<file path="src/rtl/pgrd_pkg.sv">
package pgrd_pkg;
  localparam int BYTE_W = 8;

  function automatic int page_bytes(input int bits);
    return bits / BYTE_W;
  endfunction

  function automatic int addr_width(input int nbytes);
    return (nbytes > 1) ? $clog2(nbytes) : 1;
  endfunction
endpackage

</file>
<file path="src/rtl/pgrd_bitpos.sv">
module pgrd_bitpos (
  input  logic       clk,
  input  logic       rst_n,
  input  logic       restart,
  input  logic       advance,
  output logic       pre_slot,
  output logic       last_slot
);
  logic [2:0] pos_q;

  always_ff @(posedge clk or negedge rst_n) begin
    if (!rst_n)       pos_q <= 3'd0;
    else if (restart) pos_q <= 3'd0;
    else if (advance) pos_q <= pos_q + 3'd1;
  end

  assign pre_slot  = (pos_q == 3'd6);
  assign last_slot = (pos_q == 3'd7);
endmodule

</file>
<file path="src/rtl/pgrd_fetch.sv">
module pgrd_fetch #(
  parameter int NBYTES = 128,
  parameter int AW     = 7
) (
  input  logic          clk,
  input  logic          rst_n,
  input  logic          restart,
  input  logic          strobe_slot,
  input  logic          load_slot,
  output logic          rd_en,
  output logic [AW-1:0] rd_addr,
  output logic          take
);
  localparam logic [AW-1:0] LAST_ADDR = AW'(NBYTES - 1);

  logic [AW-1:0] addr_q;
  logic          done_q;

  always_ff @(posedge clk or negedge rst_n) begin
    if (!rst_n) begin
      addr_q <= '0;
      done_q <= 1'b0;
    end else if (restart) begin
      addr_q <= '0;
      done_q <= 1'b0;
    end else if (take) begin
      if (addr_q == LAST_ADDR) done_q <= 1'b1;
      else                     addr_q <= addr_q + 1'b1;
    end
  end

  assign rd_en   = strobe_slot && !done_q;
  assign take    = load_slot && !done_q;
  assign rd_addr = addr_q;
endmodule

</file>
<file path="src/rtl/pgrd_shifter.sv">
module pgrd_shifter #(
  parameter int W = 8
) (
  input  logic         clk,
  input  logic         rst_n,
  input  logic         clear,
  input  logic         advance,
  input  logic         boundary,
  input  logic         take,
  input  logic [W-1:0] din,
  output logic         lsb
);
  logic [W-1:0] sr_q;

  always_ff @(posedge clk or negedge rst_n) begin
    if (!rst_n)        sr_q <= '0;
    else if (clear)    sr_q <= '0;
    else if (advance) begin
      if (boundary)    sr_q <= take ? din : '0;
      else             sr_q <= {1'b0, sr_q[W-1:1]};
    end
  end

  assign lsb = sr_q[0];
endmodule

</file>
<file path="src/rtl/page_read_dr.sv">
module page_read_dr
  import pgrd_pkg::*;
#(
  parameter int          PAGE_BITS = 1024,
  parameter int          IR_W      = 4,
  parameter logic [3:0]  OPCODE    = 4'h7,
  parameter int          NBYTES    = page_bytes(PAGE_BITS),
  parameter int          AW        = addr_width(page_bytes(PAGE_BITS))
) (
  input  logic              tck,
  input  logic              trst_n,
  input  logic [IR_W-1:0]   ir_code,
  input  logic              capture_dr,
  input  logic              shift_dr,
  input  logic [BYTE_W-1:0] rd_data,
  output logic              rd_en,
  output logic [AW-1:0]     rd_addr,
  output logic              tdo
);
  logic selected, restart, advance;
  logic pre_slot, last_slot, take, lsb;

  assign selected = (ir_code == IR_W'(OPCODE));
  assign restart  = selected && capture_dr;
  assign advance  = selected && shift_dr && !capture_dr;

  pgrd_bitpos u_pos (
    .clk       (tck),
    .rst_n     (trst_n),
    .restart   (restart),
    .advance   (advance),
    .pre_slot  (pre_slot),
    .last_slot (last_slot)
  );

  pgrd_fetch #(.NBYTES(NBYTES), .AW(AW)) u_fetch (
    .clk         (tck),
    .rst_n       (trst_n),
    .restart     (restart),
    .strobe_slot (advance && pre_slot),
    .load_slot   (advance && last_slot),
    .rd_en       (rd_en),
    .rd_addr     (rd_addr),
    .take        (take)
  );

  pgrd_shifter #(.W(BYTE_W)) u_sr (
    .clk      (tck),
    .rst_n    (trst_n),
    .clear    (restart),
    .advance  (advance),
    .boundary (last_slot),
    .take     (take),
    .din      (rd_data),
    .lsb      (lsb)
  );

  assign tdo = selected ? lsb : 1'b0;
endmodule

</file>
<file path="config.mk">
export PLATFORM = sky130hd
export DESIGN_NAME = page_read_dr
export DESIGN_NICKNAME = d
export VERILOG_FILES = /design/src/rtl/pgrd_pkg.sv /design/src/rtl/pgrd_bitpos.sv /design/src/rtl/pgrd_fetch.sv /design/src/rtl/pgrd_shifter.sv /design/src/rtl/page_read_dr.sv
export SDC_FILE = /design/constraint.sdc
export NUM_CORES = 1
export LEC_CHECK = 0
export BUFFER_PORTS_ARGS = -buffer_cell sky130_fd_sc_hd__buf_2
export CAP_MARGIN = 30
export CORE_ASPECT_RATIO = 1.25
export CORE_MARGIN = 8
export CORE_UTILIZATION = 40
export DETAILED_ROUTE_END_ITERATION = 7
export PLACE_DENSITY = 0.67
export SYNTH_ARGS = -nofsm -noshare
export SYNTH_HDL_FRONTEND = slang
export SYNTH_SLANG_ARGS = --single-unit
export TNS_END_PERCENT = 50
</file>
<file path="constraint.sdc">
create_clock -name tck -period 3.5 [get_ports tck]
set_clock_uncertainty 0.15 [all_clocks]
set_input_delay 0.35 -clock tck [delete_from_list [all_inputs] [get_ports tck]]
set_output_delay 0.35 -clock tck [all_outputs]
set_load 0.1 [all_outputs]
</file>
Word-level counts from Yosys, hierarchy flattened
Index checks and enable logic that the tools add are counted.

storage, ports and cells
  register bits after elaboration = 19
  input bits = 16
  logic and storage cells = 38

operators by class
  add/subtract/negate cells = 2
  eq/ne operators = 5
  mux-type cells = 13
  reduce and logical (&&, ||, !) cells = 14

operator list
  kind                                                                    number
  8-bit 2-to-1 mux                                                        4
  7-bit 2-to-1 mux                                                        3
  7-bit by 1-bit adder with 7-bit output (second input constant)          1
  7-bit equality test (second input constant)                             1
  1-bit logical AND                                                       7
  3-bit equality test (second input constant)                             2
  3-bit 2-to-1 mux                                                        2
  2-bit nonzero test                                                      3
  4-bit by 3-bit equality test with 1-bit output (second input constant)  1
  1-bit 2-to-1 mux                                                        4
  2-bit AND reduction                                                     2
  3-bit by 1-bit adder with 3-bit output (second input constant)          1
  1-bit logical NOT                                                       2
  2-bit != test (second input constant)                                   1

Longest topological paths before layout
Gate-level depths: netlist of the first run.

  depth after elaboration = 9
  gate-level depth with buffers = 6
  mapped depth without buffers = 6

Hierarchy
From an unflattened synthesis of the first run, not the netlist that was laid out.

second synthesis, totals
  cells, all modules = 100
  area, all modules = 1148.6 um^2

modules (own cells, without submodules)
  module        instances  cells an instance  area an instance (um^2)  sequential area each (um^2)
  pgrd_fetch    1          44                 499.2                    200.2
  pgrd_shifter  1          31                 409.1                    200.2
  pgrd_bitpos   1          15                 171.4                    75.1
  page_read_dr  1          10                 68.8                     0.0

Worst setup path after synthesis of the first run
OpenSTA, ideal clock, no wires.

  path type = input to output
  start = input port ir_code[3]
  end = output port rd_en
  arrival time = 3.009 ns
  path slack = -0.009 ns
  cell stages on the path = 4
  path buffers = 1
  path through = and4b_1 > buf_6 > nand3b_1 > nor3_1

between the ends
  word-level cells in the longest chain between the ends = 5

ends and longest elaborated chain
  item                                            line                RTL
  start, declared                                 page_read_dr.sv:12  input logic [IR_W-1:0] ir_code,
  4-bit by 3-bit equality test with 1-bit output  page_read_dr.sv:23  assign selected = (ir_code == IR_W'(OPCODE));
  1-bit logical AND (2 in a row)                  page_read_dr.sv:25  assign advance = selected && shift_dr && !capture_dr;
  1-bit logical AND                               page_read_dr.sv:40  .strobe_slot (advance && pre_slot),
  1-bit logical AND                               pgrd_fetch.sv:32    assign rd_en = strobe_slot && !done_q;
  end, declared                                   page_read_dr.sv:16  output logic rd_en,

Every way passes these cells.

Final worst setup path of the first run
Ends and elaborated chain as after synthesis.

==> flow_summary_export.csv, run 1 <==
group,metric,value,unit
status,status,"completed",
final_layout,drive_gt1_share,26.2,%
global_route,first_global_vias,915,
die,io_pins,25,
die,row_count,20,
timing,tns,0,ps
cts,cts_buffer_depth,2,
synth,synth_largest_area_cell,"dfrtp_1",
critical_path,required,3000,ps
synth,yosysTopAreaCellShare,46.6,%
drt,drt.antenna.violating_nets,0,
final_layout,fin_nets,151,
power,leakage,0.602,nW
cts,cts_max_level,1,
critical_path,critPathMaxStageDelay,450,ps
synth,synth_flop_cell,"dfrtp_1",
critical_path,crit_buf_inv,2,
cts,cts_tree,"built",
drt,top_layer_used,"met4",
critical_path,crit_type,"input pin to output pin",
timing,period_minus_slack,2320,ps
final_layout,diodes,0,
timing,fin_crit_sh,66.3,%
critical_path,cp-end-kind,"output pin",
timing,finalMaxSlewViolations,0,
drt,wl_met3,126,µm
power,ir_drop,0.179,mV
cts,cts-root-buf,"clkbuf_4",
critical_path,slowest_stage,"buf_2",
drt,drt_wl_total,2.26,mm
place,place.gp.congestion,0.781,
critical_path,cp_common_cell,"buf_2",
place,dp.cells,158,
worst_hold_path,min_path_type,"input pin to flip-flop",
synth,yosys_warnings,0,
global_route,grt.total_usage,11.4,%
cts,numCtsBuffers,3,
synth,synthCells,104,
power,p_per_area,304,nW/µm²
critical_path,crit_arrival,1820,ps
drt,viasPerCell,5.23,
final_layout,area.sequential,475,µm²
timing,max_slew_margin,64.7,%
drt,drt_iter0_drc,30,
synth,seq_area_frac_synth,46.6,%
critical_path,critPathLaunchType,"input pin",
cts,clkSinkCount,19,
critical_path,r2r_slack,1580,ps
job,drv_cap,0,
final_layout,areaGrowthSynthToFinish,17.5,%
place,dp_hpwl,1.72,mm
timing,finalSetupViolations,0,
critical_path,crit_fanout,10,
global_route,antenna_found_initial,0,
global_route,grt_first_pass_wirelength,3.92,mm
timing,fmax,431,MHz
global_route,overflow,0,
drt,wl_met2,1.10,mm
drt,drtPass1Iterations,4,
place,numPortBuffers,24,
die,die_h,72.5,µm
cts,post_cts_buffers,0,
drt,avgRoutedWirePerCell,13.9,µm
synth,netlist-cell-type-count,31,
die,start_util,42.0,%
cts,clkTransAtPathRegs,110,ps
synth,synth_most_common_cell,"dfrtp_1",
timing,rsz0062_at_grt,"false",
synth,syn_area_per_cell,9.81,µm²
synth,synth_edf_count,0,
synth,syn_area,1020,µm²
final_layout,multi_input_area,507,µm²
die,core,2430,µm²
synth,synth.top_cells.by_count,"dfrtp_1 (19), nand2_1 (15), o21ai_0 (10)",
drt,vias,853,
power,total_power,0.364,mW
timing,worst_pin_slew,524,ps
die,die_area,4430,µm²
synth,ys_ff_latch,19,
synth,syn-num-nets,124,
drt,met1_length,1.02,mm
die,die_x,61.2,µm
synth,yosys-top-cells-area,"dfrtp_1 (47%), nand2_1 (5.5%), ha_1 (4.9%)",
synth,ys_async_sr_fraction,100,%
final_layout,nFillCells,251,
timing,hold_viol_final,0,
cts,clk_latency,300,ps
global_route,grt_max_degree,20,
final_layout,finalNonFillerCells,163,
critical_path,path_delay_family,"simple AND/OR/NAND/NOR gates",
drt,drcViolationCount,0,
critical_path,path_cells,"buf_2 -> and4b_1 -> nand3b_1 -> nor3_2 -> buf_2",
==> cell usage in the layout (no fill, tap or decap), types with 2 or more instances in the layout <==
cell / count
nor2b_1: 7
clkbuf_4: 3
dfrtp_1: 19
a22o_1: 3
and2_1: 3
a21oi_1: 7
o21ai_0: 10
nand2_1: 15
ha_1: 4
nor2_1: 6
nand3b_1: 2
mux2i_1: 3
inv_1: 3
buf_2: 24
nand3_1: 2
==> worst register-to-register path, cell delays in order (launching register included) <==
cell and delay (ps):
dfrtp_1 400, ha_1 160, ha_1 410, nor2b_1 420, a21oi_1 120, o21ai_0 180
==> metal layers <==
layer / GRT usage (%) / vias up
met5: 0 / -
met4: 3.90 / 0
met3: 3.19 / 2
met2: 19.3 / 17
met1: 13.1 / 409
li1: - / 425
==> where the power goes <==
group	total, mW	internal (mW)	switching (mW)
Combinational	0.0248	0.0114	0.0134
Clock	0.113	0.0444	0.0687
Sequential	0.227	0.223	0.00335
Total	0.364	0.279	0.0854
==> registers in the layout, summed over array words and instances, names as in the netlist <==
name,flops
u_fetch.done_q,1
u_sr.sr_q,8
u_pos.pos_q,3
u_fetch.rd_addr,7
==> what timing repair did <==
item                                   4_1_cts  5_1_grt
hold buffers                                 1        0
gates resized for setup                      0        0
setup endpoints to repair                    0        0
endpoints found under the hold margin       19        0
==> final cells by class <==
type	count	share of cell area, %
Timing Repair Buffer	26	11.5
Multi-Input combinational cell	78	42.3
Inverter	3	0.939
Sequential cell	19	39.7
Tap cell	33	3.44
Clock buffer	4	2.19
==> per-stage QoR <==
| step | hold WS [ps] | area, µm² | util, % | setup slack, ps |
|---|---|---|---|---|
| CTS | 119 | 1200 | 49.4 | 1170 |
| detailed placement | 163 | 1160 | 47.9 | 1170 |
| finish | 118 | 1200 | 49.4 | 1180 |
| global route | 115 | 1200 | 49.4 | 1030 |
| floorplan | -95.6 | 1020 | - | 847 |
| global placement | 162 | 1150 | 47.6 | 1210 |
==> cells by family after synthesis <==
logic type | Yosys count | synth area share (%)
AOI/OAI and AO/OA | 26 | 16.6
adders and majority gates | 4 | 4.91
buffers and inverters | 7 | 4.17
DFF | 19 | 46.6
muxes | 3 | 2.94
and+or+nand+nor | 45 | 24.8
==> final timing paths <==
check / from / depth (start not counted) / end
max reg2reg: u_pos.pos_q[0]$_DFFE_PN0P_ / 5 / u_sr.sr_q[2]$_DFFE_PN0P_
max in group asynchronous: trst_n / 2 / u_pos.pos_q[0]$_DFFE_PN0P_
min in group asynchronous: trst_n / 2 / u_sr.sr_q[0]$_DFFE_PN0P_
min: rd_data[7] / 2 / u_sr.sr_q[7]$_DFFE_PN0P_
min reg2reg: u_sr.sr_q[3]$_DFFE_PN0P_ / 2 / u_sr.sr_q[3]$_DFFE_PN0P_
max: ir_code[3] / 5 / rd_en
Power figures use the tool's default switching activity.
==> run 2, diff against run 1 <==
PLACE_DENSITY = 0.69   (was 0.67)
clock period = 1.9 ns   (was 3.5 ns; I/O delays follow)
==> run 2 against run 1 <==
  * Via count grew 2.8%
  * Non-clock buffer count increased by 3
  * Final cell count is 1.8% higher
  * Critical path type is now flip-flop to flip-flop
  * Largest cell class unchanged
==> flow_summary_export.csv, run 2 (synthesis results as in run 1) <==
group,metric,value,unit
status,status,"completed",
drt,drtPass1Iterations,2,
die,die_x,61.2,µm
worst_hold_path,min_path_type,"input pin to flip-flop",
critical_path,slowest_stage,"dfrtp_1",
critical_path,crit_fanout,5,
final_layout,final_area,1280,µm²
power,leakage,0.608,nW
timing,finalSetupViolations,0,
timing,max_slew_margin,67.6,%
critical_path,path_cells,"ha_1 -> ha_1 -> and4_1 -> nand2_1 -> nor4_1 -> nor3_1",
cts,cts-root-buf,"clkbuf_4",
global_route,use_met3,3.36,%
job,drv_cap,0,
final_layout,drive_gt1_share,33.1,%
die,die_h,72.5,µm
die,start_util,42.0,%
global_route,grt.total_usage,11.5,%
die,io_pins,25,
global_route,first_global_vias,916,
critical_path,required,1930,ps
timing,fin_crit_sh,92.6,%
critical_path,crit_arrival,1790,ps
power,comb_power_share,7.6,%
global_route,overflow,0,
power,p_per_area,530,nW/µm²
power,power_report.internal_total,0.516,mW
critical_path,reg2regPathDepth,6,
final_layout,fin_nets,154,
cts,cts_buffer_depth,2,
power,ir_drop,0.380,mV
place,dpl_cell_area,1230,µm²
drt,viasPerCell,5.28,
power,seqPwrFrac,61.7,%
place,dpl_worst_slack,167,ps
timing,period_minus_slack,1760,ps
drt,drt.antenna.violating_nets,0,
drt,avgRoutedWirePerCell,14.3,µm
critical_path,crit_type,"flip-flop to flip-flop",
place,dp_hpwl,1.84,mm
cts,clk_latency,300,ps
cts,post_cts_buffers,0,
global_route,use_met2,19.0,%
cts,numCtsBuffers,3,
timing,worst_pin_slew,490,ps
final_layout,final_cell_mix,"buf_2 (22), nand2_1 (15), dfrtp_1 (12), o21ai_0 (10), a21oi_1 (7)",
drt,drt_iter0_drc,14,
final_layout,regMostFlops,"u_sr.sr_q",
global_route,top_usage_layer,"met2",
place,place.gp.congestion,0.815,
power,p_clk_share,30.7,%
cts,clkTransAtPathRegs,110,ps
die,die_area,4430,µm²
worst_hold_path,whs_path_depth,3,
cts,cts_max_level,1,
place,numPortBuffers,24,
timing,fin_ws,141,ps
global_route,grt_first_pass_wirelength,4.01,mm
critical_path,crit_buf_inv,0,
final_layout,diodes,0,
power,p_sw_share,23.7,%
final_layout,final_common_cell,"buf_2",
global_route,grt_util_met1,13.3,%
global_route,grt_max_degree,20,
die,core,2430,µm²
final_layout,largest_reg_flops,8,
critical_path,cp_common_cell,"ha_1",
timing,fmax,568,MHz
drt,drt_wl_total,2.38,mm
power,total_power,0.677,mW
timing,rsz0062_at_grt,"false",
critical_path,critPathLaunchType,"flip-flop",
global_route,antenna_found_initial,0,
timing,hold_viol_final,0,
die,row_count,20,
cts,clkSinkCount,19,
drt,vias,877,
critical_path,path_delay_family,"simple AND/OR/NAND/NOR gates",
final_layout,areaGrowthSynthToFinish,25.2,%
critical_path,critical_path_cell_count,6,
critical_path,cp-end-kind,"flip-flop",
timing,finalMaxSlewViolations,0,
critical_path,critPathMaxStageDelay,410,ps
power,switchingPower,0.160,mW
cts,cts_tree,"built",
drt,drcViolationCount,0,
[run 2: cell count changes in the layout (fill, tap and decap cells not counted)]
cell	change
buf_12	+2
dfrtp_1	-7
nor3_4	+1
buf_4	+2
nor2b_2	+1
nor2b_1	-1
dfrtp_2	+5
dlygate4sd3_1	+1
buf_2	-2
nor3_2	-1
dfrtp_4	+2
[run 2: cell type report]
class / instances / area, µm²
Fill cell: 253 / 1150
Multi-Input combinational cell: 78 / 515
Sequential cell: 19 / 489
Timing Repair Buffer: 29 / 193
Tap cell: 33 / 41.3
Clock buffer: 4 / 26.3
Inverter: 3 / 11.3
[run 2: stage by stage]
stage / setup TNS, ps / utilization [%] / hold WS [ps] / instances
3_3_place_gp: 0 / 50.6 / 2.06 / 160
5_1_grt: 0 / 52.6 / 42.1 / 166
2_1_floorplan: -7.03 / - / -256 / 104
3_5_place_dp: 0 / 50.6 / 5.77 / 160
6_report: 0 / 52.6 / 18.4 / 166
4_1_cts: 0 / 52.5 / 16.6 / 166
[run 2: worst paths after layout]
kind	slack, ps	start	to
min	20	rd_data[2]	u_sr.sr_q[2]$_DFFE_PN0P_
min in group asynchronous	200	trst_n	u_sr.sr_q[5]$_DFFE_PN0P_
min reg2reg	330	u_sr.sr_q[5]$_DFFE_PN0P_	u_sr.sr_q[5]$_DFFE_PN0P_
max in group asynchronous	1060	trst_n	u_fetch.rd_addr[0]$_DFFE_PN0P_
max	140	u_pos.pos_q[0]$_DFFE_PN0P_	u_fetch.rd_addr[3]$_DFFE_PN0P_
max reg2reg	140	u_pos.pos_q[0]$_DFFE_PN0P_	u_fetch.rd_addr[3]$_DFFE_PN0P_
[run 2: what timing repair did]
item                                   4_1_cts  5_1_grt
endpoints found under the hold margin       20        0
hold buffers                                 2        0
setup endpoints to repair                    0        2
gates resized for setup                      0        1
[run 2: metal layers]
metal	wire length, µm	vias up
li1	-	433
met1	1100	417
met2	1100	23
met3	141	4
met4	37	0
met5	0	-
[run 2: power groups by stage]
stage,logic (mW),registers (mW),clock network [mW]
2_1_floorplan,0.0181,0.424,0
3_3_place_gp,0.0445,0.425,0
3_5_place_dp,0.0489,0.426,0
4_1_cts,0.0524,0.418,0.216
5_1_grt,0.0586,0.419,0.234
6_report,0.0511,0.418,0.208
[run 2: tightest hold or removal path, stage by stage]
cell and delay (ps):
buf_2 80, a21oi_1 50, o21ai_0 120
